## src/rtl/wdt_pkg.sv

```systemverilog
package wdt_pkg;
    typedef enum logic [1:0] {
        ST_IDLE = 2'd0,
        ST_ONE  = 2'd1,
        ST_TWO  = 2'd2
    } stage_e;

    // Offsets and bit positions that software depends on
    localparam int OFS_STATUS   = 'h10;
    localparam int OFS_CAUSE_A  = 'h0C;
    localparam int OFS_CAUSE_B  = 'h0D;
    localparam int OFS_WARN_T   = 'h54;
    localparam int OFS_GRACE_T  = 'h55;
    localparam int OFS_KIND     = 'h56;
    localparam int OFS_CTRL     = 'h57;
    localparam int OFS_KICK     = 'h58;

    localparam int BIT_BARK  = 6;
    localparam int BIT_WDOG  = 2;
    localparam int BIT_UVLO  = 5;
    localparam int BIT_OTEMP = 6;
    localparam int BIT_EN    = 7;
    localparam int BIT_KICK  = 0;

    // Flag vector indices
    localparam int FL_WDOG  = 0;
    localparam int FL_UVLO  = 1;
    localparam int FL_OTEMP = 2;
    localparam int FL_NUM   = 3;
endpackage

```

## src/rtl/wdt_stage_ctr.sv

```systemverilog
module wdt_stage_ctr
    import wdt_pkg::*;
#(
    parameter int CW = 8,
    parameter int KW = 3
) (
    input  logic          clk,
    input  logic          rst_n,
    input  logic          en_i,
    input  logic          start_i,
    input  logic          tick_i,
    input  logic [CW-1:0] warn_i,
    input  logic [CW-1:0] grace_i,
    input  logic [KW-1:0] kind_i,
    output logic          bark_o,
    output logic          bite_o,
    output logic [KW-1:0] kind_o
);
    typedef struct packed {
        stage_e        stage;
        logic [CW-1:0] cnt;
        logic [CW-1:0] grace;
        logic          bark;
        logic          bite;
        logic [KW-1:0] kind;
    } ctr_t;

    localparam logic [CW-1:0] ONE = CW'(1);

    ctr_t ctr_d, ctr_q;

    always_comb begin
        logic expire;
        ctr_d      = ctr_q;
        ctr_d.bite = 1'b0;
        expire     = 1'b0;
        if (!en_i) begin
            ctr_d.stage = ST_IDLE;
            ctr_d.bark  = 1'b0;
        end else if (start_i) begin
            ctr_d.stage = ST_ONE;
            ctr_d.cnt   = warn_i;
            ctr_d.grace = grace_i;
            ctr_d.bark  = 1'b0;
        end else if (tick_i) begin
            unique case (ctr_q.stage)
                ST_ONE: begin
                    if (ctr_q.cnt > ONE) begin
                        ctr_d.cnt = ctr_q.cnt - ONE;
                    end else if (ctr_q.grace == '0) begin
                        expire = 1'b1;
                    end else begin
                        ctr_d.stage = ST_TWO;
                        ctr_d.cnt   = ctr_q.grace;
                        ctr_d.bark  = 1'b1;
                    end
                end
                ST_TWO: begin
                    if (ctr_q.cnt > ONE) ctr_d.cnt = ctr_q.cnt - ONE;
                    else                 expire    = 1'b1;
                end
                default: ;
            endcase
        end
        if (expire) begin
            ctr_d.bite  = 1'b1;
            ctr_d.stage = ST_IDLE;
            ctr_d.bark  = 1'b0;
            ctr_d.kind  = kind_i;
        end
    end

    always_ff @(posedge clk or negedge rst_n) begin
        if (!rst_n) begin
            ctr_q <= '{stage: ST_IDLE, cnt: '0, grace: '0, bark: 1'b0,
                       bite: 1'b0, kind: '0};
        end else begin
            ctr_q <= ctr_d;
        end
    end

    assign bark_o = ctr_q.bark;
    assign bite_o = ctr_q.bite;
    assign kind_o = ctr_q.kind;

    // reset request lasts one cycle
    a_r4_bite_single: assert property (@(posedge clk) disable iff (!rst_n)
        ctr_q.bite |=> !ctr_q.bite);
    // the bark only starts on a tick
    a_r3_bark_on_tick: assert property (@(posedge clk) disable iff (!rst_n)
        $rose(ctr_q.bark) |-> $past(tick_i));
    // the bark only ends on a kick, a disable or a bite
    a_r7_bark_release: assert property (@(posedge clk) disable iff (!rst_n)
        $fell(ctr_q.bark) |-> ($past(start_i) || $past(!en_i) || ctr_q.bite));
    // an idle counter never barks
    a_r2_idle_quiet: assert property (@(posedge clk) disable iff (!rst_n)
        (ctr_q.stage == ST_IDLE) |-> !ctr_q.bark);
endmodule

```

## src/rtl/wdt_sticky.sv

```systemverilog
module wdt_sticky #(
    parameter int N = 3
) (
    input  logic         clk,
    input  logic         rst_n,
    input  logic [N-1:0] set_i,
    input  logic [N-1:0] clr_i,
    output logic [N-1:0] flag_o
);
    logic [N-1:0] flag_d, flag_q;

    for (genvar i = 0; i < N; i++) begin : g_flag
        always_comb flag_d[i] = set_i[i] | (flag_q[i] & ~clr_i[i]);

        // a set event always lands
        a_r9_set_lands: assert property (@(posedge clk) disable iff (!rst_n)
            set_i[i] |=> flag_q[i]);
        // a flag drops only on a clear write
        a_r9_clear_only: assert property (@(posedge clk) disable iff (!rst_n)
            $fell(flag_q[i]) |-> $past(clr_i[i]));
    end

    always_ff @(posedge clk or negedge rst_n) begin
        if (!rst_n) flag_q <= '0;
        else        flag_q <= flag_d;
    end

    assign flag_o = flag_q;
endmodule

```

## src/rtl/wdt_bark_bite.sv

```systemverilog
module wdt_bark_bite
    import wdt_pkg::*;
#(
    parameter int DW       = 8,
    parameter int AW       = 8,
    parameter int KW       = 3,
    parameter int DEF_WARN = 32,
    parameter int DEF_GRACE = 0,
    parameter int DEF_KIND = 7
) (
    input  logic          clk,
    input  logic          rst_n,
    input  logic          sec_tick,
    input  logic          bus_wr,
    input  logic          bus_rd,
    input  logic [AW-1:0] bus_addr,
    input  logic [DW-1:0] bus_wdata,
    output logic [DW-1:0] bus_rdata,
    input  logic          uvlo_evt,
    input  logic          otemp_evt,
    output logic          bark_irq,
    output logic          rst_req,
    output logic [KW-1:0] rst_kind
);
    typedef struct packed {
        logic [DW-1:0] warn;
        logic [DW-1:0] grace;
        logic [KW-1:0] kind;
        logic          en;
    } cfg_t;

    cfg_t cfg_d, cfg_q;
    logic start, kick;
    logic bark, bite;
    logic [KW-1:0]     kind_at_bite;
    logic [FL_NUM-1:0] flag_set, flag_clr, flags;

    function automatic logic wr_at(input logic [AW-1:0] a, input int ofs,
                                   input logic strobe);
        return strobe && (a == AW'(ofs));
    endfunction

    always_comb begin
        logic arm;
        cfg_d = cfg_q;
        if (wr_at(bus_addr, OFS_WARN_T, bus_wr))  cfg_d.warn  = bus_wdata;
        if (wr_at(bus_addr, OFS_GRACE_T, bus_wr)) cfg_d.grace = bus_wdata;
        if (wr_at(bus_addr, OFS_KIND, bus_wr))    cfg_d.kind  = bus_wdata[KW-1:0];
        if (wr_at(bus_addr, OFS_CTRL, bus_wr))    cfg_d.en    = bus_wdata[BIT_EN];
        if (bite) cfg_d.en = 1'b0;

        kick  = wr_at(bus_addr, OFS_KICK, bus_wr) && bus_wdata[BIT_KICK]
                && cfg_q.en && !bite;
        arm   = wr_at(bus_addr, OFS_CTRL, bus_wr) && bus_wdata[BIT_EN]
                && !cfg_q.en && !bite;
        start = kick || arm;

        flag_set           = '0;
        flag_set[FL_WDOG]  = bite;
        flag_set[FL_UVLO]  = uvlo_evt;
        flag_set[FL_OTEMP] = otemp_evt;
        flag_clr           = '0;
        flag_clr[FL_WDOG]  = wr_at(bus_addr, OFS_CAUSE_A, bus_wr) && bus_wdata[BIT_WDOG];
        flag_clr[FL_UVLO]  = wr_at(bus_addr, OFS_CAUSE_B, bus_wr) && bus_wdata[BIT_UVLO];
        flag_clr[FL_OTEMP] = wr_at(bus_addr, OFS_CAUSE_B, bus_wr) && bus_wdata[BIT_OTEMP];
    end

    always_ff @(posedge clk or negedge rst_n) begin
        if (!rst_n) begin
            cfg_q <= '{warn: DW'(DEF_WARN), grace: DW'(DEF_GRACE),
                       kind: KW'(DEF_KIND), en: 1'b0};
        end else begin
            cfg_q <= cfg_d;
        end
    end

    wdt_stage_ctr #(.CW(DW), .KW(KW)) u_ctr (
        .clk     (clk),
        .rst_n   (rst_n),
        .en_i    (cfg_d.en),
        .start_i (start),
        .tick_i  (sec_tick),
        .warn_i  (cfg_q.warn),
        .grace_i (cfg_q.grace),
        .kind_i  (cfg_q.kind),
        .bark_o  (bark),
        .bite_o  (bite),
        .kind_o  (kind_at_bite)
    );

    wdt_sticky #(.N(FL_NUM)) u_flags (
        .clk    (clk),
        .rst_n  (rst_n),
        .set_i  (flag_set),
        .clr_i  (flag_clr),
        .flag_o (flags)
    );

    always_comb begin
        bus_rdata = '0;
        if (bus_rd) begin
            unique case (int'(bus_addr))
                OFS_STATUS:  bus_rdata[BIT_BARK]  = bark;
                OFS_CAUSE_A: bus_rdata[BIT_WDOG]  = flags[FL_WDOG];
                OFS_CAUSE_B: begin
                    bus_rdata[BIT_UVLO]  = flags[FL_UVLO];
                    bus_rdata[BIT_OTEMP] = flags[FL_OTEMP];
                end
                OFS_WARN_T:  bus_rdata = cfg_q.warn;
                OFS_GRACE_T: bus_rdata = cfg_q.grace;
                OFS_KIND:    bus_rdata = DW'(cfg_q.kind);
                OFS_CTRL:    bus_rdata[BIT_EN] = cfg_q.en;
                default:     bus_rdata = '0;
            endcase
        end
    end

    assign bark_irq = bark;
    assign rst_req  = bite;
    assign rst_kind = kind_at_bite;

    // a reset request leaves the watchdog off with its cause recorded
    a_r6_after_bite: assert property (@(posedge clk) disable iff (!rst_n)
        rst_req |=> (!cfg_q.en && flags[FL_WDOG] && !bark_irq));
    // a kick clears any bark
    a_r7_kick_clears: assert property (@(posedge clk) disable iff (!rst_n)
        kick |=> !bark_irq);
    // no bark while the watchdog is off
    a_r2_off_quiet: assert property (@(posedge clk) disable iff (!rst_n)
        !cfg_q.en |-> (!bark_irq || $past(cfg_q.en)));
    // the reset kind only changes with a reset request
    a_r5_kind_held: assert property (@(posedge clk) disable iff (!rst_n)
        !rst_req |-> $stable(rst_kind));
endmodule

```

## config.mk

```make
export PLATFORM = sky130hd
export DESIGN_NAME = wdt_bark_bite
export DESIGN_NICKNAME = d
export VERILOG_FILES = /design/src/rtl/wdt_pkg.sv /design/src/rtl/wdt_stage_ctr.sv /design/src/rtl/wdt_sticky.sv /design/src/rtl/wdt_bark_bite.sv
export SDC_FILE = /design/constraint.sdc
export NUM_CORES = 1
export LEC_CHECK = 0
export ABC_AREA = 0
export BUFFER_PORTS_ARGS = -buffer_cell sky130_fd_sc_hd__buf_2
export CORE_ASPECT_RATIO = 0.7
export CORE_UTILIZATION = 24
export DETAILED_ROUTE_END_ITERATION = 16
export GPL_TIMING_DRIVEN = 1
export HOLD_SLACK_MARGIN = 0.05
export PLACE_DENSITY_LB_ADDON = 0.25
export SLEW_MARGIN = 20
export SYNTH_ARGS = -nofsm -noshare
export SYNTH_HDL_FRONTEND = slang
export SYNTH_SLANG_ARGS = --single-unit
```

## constraint.sdc

```tcl
create_clock -name clk -period 2.57 [get_ports clk]
set_clock_uncertainty 0.05 [all_clocks]
set_input_delay 0.1285 -clock clk [delete_from_list [all_inputs] [get_ports clk]]
set_output_delay 0.1285 -clock clk [all_outputs]
set_load 0.01 [all_outputs]
```

==> impl_metrics.tcl, run 1 <==
set metrics [dict create \
    dpl.cell_count 385 \
    ys.warnings.count 0 \
    fin_crit_ns 2.378 \
    synthTopCellsByCount "41 x dfrtp_1, 29 x mux2_2, 27 x nor2_1, 12 x a21oi_1, 10 x nand2_1" \
    p_total_mw 1.964 \
    hp-class "input port to flip-flop" \
    multi_input_area_um2 1224 \
    vias 1929 \
    required_ns 2.69 \
    finalMaxSlewViolations 0 \
    p_leak_nw 1.336 \
    io_buffers 35 \
    regArea_um2 1131 \
    fmax_mhz 420.5 \
    synthArstFlopShare 1.000 \
    grt_busiest_layer "met1" \
    ys.flop_type "dfrtp_1" \
    drc 0 \
    finalSetupTns_ns 0 \
    gr-total-overflow 0 \
    cts_tree "built" \
    dp_hpwl_um 4862 \
    synthCells 233 \
    use_met1 0.2045 \
    drtIter0Drc 126 \
    cts_made_buffers 5 \
    gp_congestion 0.7301 \
    cts.sinks 45 \
    path_clk_slew_ns 0.06 \
    row_count 30 \
    power_density_nw_per_um2 669.2 \
    syn-num-nets 260 \
    initial_core_util 0.2508 \
    grtUsageMet3 0.03026 \
    grt_pass1_vias 1883 \
    whs_ns 0.05303 \
    finalHoldViolations 0 \
    status "finished clean" \
    setup_violations 0 \
    rsz0062_at_grt "false" \
    grt_max_degree 33 \
    worstPathArrival_ns 2.50 \
    final_nets 296 \
    synth_most_common_cell "dfrtp_1" \
    clk_latency_ns 0.29 \
    startpoint_type "flip-flop" \
    wl_per_cell_um 16.08 \
    cts_max_path_buffers 2 \
    antenna_found_initial 0 \
    vias_per_cell 4.847 \
    ant_nets 0 \
    ys_top_cells_by_area "dfrtp_1 42%, mux2_2 13%, dfstp_2 4.3%" \
    timing.final.crit_share 0.9253 \
    synth_cell_types 50 \
    tightest_slew_ns 0.5525 \
    use_met2 0.1656 \
    seq_area_frac_synth 0.4587 \
    fp.dieArea_um2 10690 \
    holdPathStages 2 \
    synth_edf_count 0 \
    maxCapViolCount 0 \
    criticalPathCategory "flip-flop to flip-flop" \
    n_fill_cell 1057 \
    cts_htree_levels 2 \
    coreArea_um2 9834 \
    layout.cells.non_filler 398 \
    crit_path_end_kind "flip-flop" \
    synthDominantCellAreaShare 0.4160 \
    yosys.area.top_type "dfrtp_1" \
    first_pass_iters 4 \
    r2r_cells 5 \
    drive_gt1_frac 0.3074 \
    syn_area_per_cell_um2 10.58 \
    ys_ff_latch 45 \
    area_growth_pct 19.03 \
    peakVddDrop_mv 0.2293 \
    syn_area_um2 2466 \
    die_x_um 123.2 \
    drt_wl_total_um 6400 \
    grt.total_usage 0.1288 \
    io_pins 36 \
    slew_headroom 0.6270 \
    antenna-diode-count 0 \
    grt_pass1_wl_um 10180 \
    chipHeight_um 86.81 \
    worst-path-max-fanout 5 \
    clockRootBuffer "clkbuf_16" \
    post-route-util 0.2985 \
]
## layout make-up
cell class,instances,area share
Inverter,6,0.007673
Tap cell,128,0.05456
Multi-Input combinational cell,168,0.4169
Sequential cell,45,0.3853
Timing Repair Buffer,43,0.08866
Clock buffer,7,0.04518
Clock inverter,1,0.001705
## cell usage in the layout (no fill, tap or decap), types with 4 or more instances in the layout
| master | Yosys | layout |
|---|---|---|
| ha_1 | 4 | 4 |
| inv_1 | 6 | 6 |
| nor2_1 | 27 | 26 |
| nor3_1 | 4 | 4 |
| nand3_1 | 4 | 4 |
| xnor2_1 | 5 | 5 |
| mux2_2 | 29 | 29 |
| dfstp_2 | 4 | 4 |
| a21oi_1 | 12 | 12 |
| buf_2 | 1 | 35 |
| dfrtp_1 | 41 | 41 |
| nor2b_1 | 8 | 8 |
| a211oi_1 | 4 | 4 |
| clkbuf_16 | 0 | 5 |
| dlygate4sd3_1 | 0 | 5 |
| mux2i_1 | 5 | 5 |
| nand2_1 | 10 | 10 |
| a31oi_1 | 6 | 6 |
| nand4_1 | 6 | 6 |
## layer usage
metal | up-vias | wire length, µm
li1 | 916 | -
met3 | 7 | 292
met4 | 0 | 71
met5 | - | 0
met2 | 46 | 2455
met1 | 960 | 3581
## kinds of logic (layout without fill, tap and decap cells)
kind of cell / count (synthesis) / count (layout) / share of synthesized area
compound gates: 44 / 44 / 0.1233
fa+ha+maj: 4 / 4 / 0.02030
simple gates: 80 / 80 / 0.1776
xor+xnor: 6 / 6 / 0.02131
buf+inv: 20 / 57 / 0.04617
mux: 34 / 34 / 0.1527
flops: 45 / 45 / 0.4586
## flip-flops by register name (all words and copies together), names as in the netlist
| register | cells |
|---|---|
| u_ctr.ctr_q | 17 |
| u_ctr.bite_o | 1 |
| u_ctr.kind_o | 3 |
| u_ctr.bark_o | 1 |
| cfg_q | 20 |
| u_flags.flag_o | 3 |
## power by group
part           internal (mW)  total [mW]  switching, mW
combinational          0.232       0.442          0.210
clock                  0.360       0.627          0.268
sequential             0.790       0.895          0.105
## critical path, cell delays in order, from the launching register on
cell and delay, ns:
dfrtp_1 0.42, or4_4 0.57, nor3_1 0.35, nand4bb_1 0.23
nor2_2 0.26, mux2_2 0.36
## timing repair
item,4_1_cts,5_1_grt
hold endpoints to repair,19,0
endpoints found under the setup margin,0,3
hold buffers,5,0
gates resized for setup,0,1
setup buffers,0,0
## path summary, 6_finish.rpt
kind / from / to / slack, ns
max: u_ctr.ctr_q[15] / u_ctr.kind_o[0] / 0.19
min: bus_wdata[1] / cfg_q[5] / 0.05
max reg2reg: u_ctr.ctr_q[15] / u_ctr.kind_o[0] / 0.19
min reg2reg: u_flags.flag_o[1] / u_flags.flag_o[1] / 0.43
max in group asynchronous: rst_n / cfg_q[3] / 1.50
min in group asynchronous: rst_n / u_flags.flag_o[1] / 0.20
## metrics by stage
| step | setup WS, ns | cell area [µm²] |
|---|---|---|
| floorplan | 0.3672 | 2466 |
| global placement | 0.2292 | 2745 |
| detailed placement | 0.1435 | 2745 |
| CTS | 0.1244 | 2933 |
| global route | 0.05607 | 2935 |
| finish | 0.1919 | 2935 |
(Power assumes the default switching activity.)
==> run 2, diff against run 1 <==
CORE_UTILIZATION = 34   (was 24)
PLACE_DENSITY_LB_ADDON = 0.08   (was 0.25)
==> run 2 against run 1 <==
  * Via count down 2.5%
  * Critical path depth unchanged
  * Critical path type unchanged
  * Worst hold slack gained 0.020 ns
  * Total power up 0.17%
  * Sequential power about the same
  * Clock-buffer cell count is 2 lower
  * Worst setup slack got worse by 0.012 ns
  * Fmax decreased by 0.49%
  * First-iteration DRC count fell by 40%
  * Global-route usage up 4.2 points
==> impl_metrics.tcl, run 2 (synthesis results as in run 1) <==
set metrics [dict create \
    status "finished clean" \
    criticalPathCategory "flip-flop to flip-flop" \
    io_pins 36 \
    placed_area_um2 2698 \
    clockRootBuffer "clkbuf_8" \
    gr-total-overflow 0 \
    drtIter0Drc 75 \
    regMostFlops "cfg_q" \
    drc 0 \
    grt.total_usage 0.1705 \
    cts.sinks 45 \
    wl_per_cell_um 16.30 \
    area_growth_pct 18.26 \
    vias_per_cell 5.111 \
    cts_tree "built" \
    path_clk_slew_ns 0.09 \
    tightest_slew_ns 0.5660 \
    finalMaxSlewViolations 0 \
    worstPathArrival_ns 2.53 \
    vias 1881 \
    layout_common_cells "41 x dfrtp_1, 34 x buf_2, 29 x mux2_2" \
    largest_reg_flops 20 \
    io_buffers 35 \
    cts_htree_levels 2 \
    grt_pass1_vias 1851 \
    ant_nets 0 \
    die_x_um 103.8 \
    cts_setup_buffers 0 \
    dp_hpwl_um 4533 \
    final_common_cell "dfrtp_1" \
    row_count 25 \
    grt_max_degree 45 \
    final_nets 300 \
    initial_core_util 0.3584 \
    cts_made_buffers 5 \
    worst-path-max-fanout 5 \
    rsz0062_at_grt "false" \
    finalSetupTns_ns 0 \
    fp.dieArea_um2 7604 \
    maxCapViolCount 0 \
    fin_crit_ns 2.390 \
    reg.largest.list "cfg_q (20), u_ctr.ctr_q (17)" \
    slew_headroom 0.6179 \
    hp-class "input port to flip-flop" \
    antenna_found_initial 0 \
    finalHoldViolations 0 \
    crit_path_end_kind "flip-flop" \
    chipHeight_um 73.26 \
    required_ns 2.71 \
    fmax_mhz 418.4 \
    p_leak_nw 1.351 \
    peakVddDrop_mv 0.2752 \
    startpoint_type "flip-flop" \
    setup_violations 0 \
    power_density_nw_per_um2 674.6 \
    clk_latency_ns 0.30 \
    stdcell_area_um2 2917 \
    drive_gt1_frac 0.3139 \
    antenna-diode-count 0 \
    first_pass_iters 4 \
    drt_wl_total_um 5998 \
    coreArea_um2 6882 \
    gp_congestion 0.7438 \
    cts_max_path_buffers 2 \
    timing.final.crit_share 0.9299 \
    grt_pass1_wl_um 9949 \
]
run 2: per-layer routing:
metal | global-route usage | vias up | wire (µm)
met2 | 0.2304 | 41 | 2313
met1 | 0.2727 | 913 | 3366
met5 | 0 | - | 0
li1 | - | 923 | -
met3 | 0.03372 | 4 | 292
met4 | 0.03810 | 0 | 25
run 2: critical path, stage by stage (launching register included):
cell	delay (ns)
dfrtp_1	0.43
or4_4	0.57
nor3_1	0.35
nand4bb_1	0.23
nor2_2	0.27
mux2_2	0.37
run 2: cell type report:
cell class	instances	area, µm²
Fill cell	682	3965
Multi-Input combinational cell	168	1224
Sequential cell	45	1131
Timing Repair Buffer	47	287.8
Tap cell	94	117.6
Clock buffer	5	68.82
Clock inverter	3	65.06
Inverter	6	22.52
run 2: timing repair:
item / CTS / global route
resized for setup: 0 / 1
setup endpoints to repair: 0 / 3
endpoints found under the hold margin: 52 / 0
hold buffers: 8 / 0
run 2: final timing paths:
check	cells after the start	slack [ns]	endpoint	start
setup / recovery	5	0.18	u_ctr.kind_o[2]	u_ctr.ctr_q[15]
hold / removal	2	0.07	cfg_q[11]	bus_wdata[7]
setup reg to reg	5	0.18	u_ctr.kind_o[2]	u_ctr.ctr_q[15]
hold reg to reg	1	0.45	u_flags.flag_o[2]	u_flags.flag_o[2]
max in group asynchronous	3	1.61	cfg_q[1]	rst_n
min in group asynchronous	2	0.31	u_ctr.ctr_q[20]	rst_n
run 2: per-stage QoR:
stage	util	instances	setup WS [ns]	total power, mW	hold WS (ns)
2_1_floorplan	-	233	0.3672	1.218	-0.2171
3_3_place_gp	0.3920	352	0.2198	1.342	0.2639
3_5_place_dp	0.3920	352	0.1362	1.340	0.2643
4_1_cts	0.4231	368	0.1280	1.986	0.05862
5_1_grt	0.4238	368	0.06740	2.094	0.06544
6_report	0.4238	368	0.1801	1.968	0.07350
run 2: report_power, final:
part           switching, mW  leakage [nW]  internal (mW)
Sequential             0.106         0.576          0.789
Combinational          0.203         0.707          0.236
Clock                  0.248        0.0681          0.386
Total                  0.557          1.35           1.41
==> run 3, diff against run 2 <==
ABC_AREA = 1   (was 0)
CAP_MARGIN = 15   (was default)
==> run 3 against run 2 <==
  * Wire length up 16%
  * Sequential share of layout area shrank 2.8 points
  * Critical path depth is 6 higher
  * Final area up 7.6%
  * Critical endpoint is now u_ctr.ctr_q[14]
==> impl_metrics.tcl, run 3 <==
set metrics [dict create \
    status "finished clean" \
    fp.dieArea_um2 8270 \
    wl_per_cell_um 13.56 \
    ys.warnings.count 0 \
    cts_tree "built" \
    cts_resized 0 \
    finalSetupTns_ns 0 \
    dpl_worst_slack_ns 0.6121 \
    synth_cell_types 33 \
    grt.total_usage 0.1870 \
    fmax_mhz 506.5 \
    use_met2 0.2484 \
    grt_pass1_vias 2233 \
    drive_gt1_frac 0.1755 \
    reg.largest.list "cfg_q (20), u_ctr.ctr_q (17)" \
    cts.sinks 45 \
    timing.final.crit_share 0.7682 \
    initial_core_util 0.3592 \
    synthTopCellsByCount "143 x nand2_1, 42 x inv_1, 41 x dfrtp_1, 24 x o21ai_0, 23 x nor2_1" \
    antenna-diode-count 0 \
    synth_most_common_cell "nand2_1" \
    grt_busiest_layer "met1" \
    io_buffers 35 \
    r2r_cells 11 \
    slew_headroom 0.5954 \
    ys_top_cells_by_area "dfrtp_1 38%, nand2_1 20%, inv_1 5.9%" \
    fin_crit_ns 1.974 \
    tightest_slew_ns 0.6069 \
    cts_made_buffers 5 \
    criticalPathCategory "flip-flop to flip-flop" \
    vias_per_cell 4.660 \
    final_common_cell "nand2_1" \
    chipHeight_um 76.39 \
    grtUsageMet3 0.04106 \
    ys.flop_type "dfrtp_1" \
    yosys.area.top_type "dfrtp_1" \
    finalMaxSlewViolations 0 \
    area_growth_pct 16.81 \
    gr-total-overflow 0 \
    synth_edf_count 0 \
    crit_path_end_kind "flip-flop" \
    holdPathStages 3 \
    largest_reg_flops 20 \
    vias 2395 \
    power_density_nw_per_um2 630.4 \
    worstPathArrival_ns 2.12 \
    grt_pass1_wl_um 11660 \
    setup_ws_ns 0.5957 \
    first_pass_iters 4 \
    antenna_found_initial 0 \
    ys_ff_latch 45 \
    maxCapViolCount 0 \
    cts_htree_levels 2 \
    drc 0 \
    cts_max_path_buffers 2 \
    dp_hpwl_um 5349 \
    syn-num-nets 404 \
    layout_common_cells "143 x nand2_1, 42 x inv_1, 41 x dfrtp_1" \
    row_count 26 \
    startpoint_type "flip-flop" \
    path_clk_slew_ns 0.08 \
    regMostFlops "cfg_q" \
    synthDominantCellAreaShare 0.3818 \
    peakVddDrop_mv 0.2615 \
    gp_congestion 0.8441 \
    syn_area_um2 2688 \
    drtIter0Drc 141 \
    use_met1 0.2949 \
    p_total_mw 1.979 \
    synthCells 377 \
    required_ns 2.71 \
    setup_violations 0 \
    clk_latency_ns 0.30 \
    ant_nets 0 \
    clockRootBuffer "clkbuf_16" \
    die_x_um 108.3 \
    hp-class "input port to flip-flop" \
    seq_area_frac_synth 0.4209 \
    final_nets 442 \
    p_leak_nw 1.604 \
    grt_max_degree 45 \
    worst-path-max-fanout 12 \
    io_pins 36 \
    drt_wl_total_um 6972 \
    finalHoldViolations 0 \
    rsz0062_at_grt "false" \
    syn_area_per_cell_um2 7.129 \
    synthArstFlopShare 1.000 \
    cts_setup_buffers 0 \
    coreArea_um2 7482 \
]
[run 3: cell types whose count changed after synthesis, moves of 5 or more]
cell      change
nor2b_1       -8
nor2_2        +5
o21ai_0      +21
nand2_1     +133
mux2i_1       -5
o21ai_1       +6
mux2_2       -29
nand2_2       +6
nand3_1      +12
inv_1        +36
a31oi_1       -5
clkbuf_1      -5
nand4_1       +8
[run 3: logic make-up after synthesis]
logic type,Yosys count,synth area share
buf+inv,60,0.09543
compound gates,44,0.08799
fa+ha+maj,4,0.01862
flops,45,0.4209
simple gates,220,0.3641
xor+xnor,4,0.01304
[run 3: worst paths after layout]
path / startpoint / end / slack [ns]
max reg2reg: u_ctr.ctr_q[13] / u_ctr.ctr_q[14] / 0.60
max: u_ctr.ctr_q[13] / u_ctr.ctr_q[14] / 0.60
min reg2reg: u_ctr.kind_o[1] / u_ctr.kind_o[1] / 0.43
min: bus_wdata[6] / cfg_q[10] / 0.07
max in group asynchronous: rst_n / cfg_q[3] / 1.55
min in group asynchronous: rst_n / cfg_q[9] / 0.32
[run 3: per-stage QoR]
step                      instances  cell area, µm²    util  hold slack (ns)
after CTS                       514            3137  0.4192          0.06644
after floorplan                 377            2688       -          -0.2171
after detailed placement        500            2927  0.3911           0.2664
after global placement          500            2927  0.3911           0.2617
after global routing            514            3139  0.4196          0.08031
final                           514            3139  0.4196          0.06737
[run 3: per-layer routing]
| metal | part of all wire | up-vias |
|---|---|---|
| li1 | - | 1262 |
| met1 | 0.57 | 1086 |
| met2 | 0.38 | 41 |
| met3 | 0.039 | 6 |
| met4 | 0.012 | 0 |
| met5 | 0 | - |
[run 3: final cells by class]
| cell class | instances | area [µm²] |
|---|---|---|
| Inverter | 48 | 182.7 |
| Timing Repair Buffer | 43 | 252.7 |
| Clock buffer | 5 | 125.1 |
| Clock inverter | 3 | 25.02 |
| Fill cell | 829 | 4343 |
| Sequential cell | 45 | 1131 |
| Tap cell | 98 | 122.6 |
| Multi-Input combinational cell | 272 | 1300 |
[run 3: timing repair]
action                                  in CTS  in global routing
hold buffers                                 6                  0
hold endpoints to repair                    47                  0
endpoints found under the setup margin       0                  0
[run 3: where the power goes]
| group | internal [mW] | switching [mW] | leakage, nW |
|---|---|---|---|
| clock | 0.368 | 0.320 | 0.0708 |
| combinational | 0.178 | 0.318 | 0.943 |
| sequential | 0.758 | 0.0371 | 0.590 |
[run 3: worst max-delay path, cell delays in order (launching register included)]
cell and delay, ns:
dfrtp_1 0.41, inv_1 0.10, ha_1 0.23, nor2_1 0.07
nor2_1 0.13, nand3_1 0.33, o21ai_0 0.28, inv_1 0.06
nand2_1 0.06, nand2_1 0.05, nand2_1 0.06, nand2_1 0.04
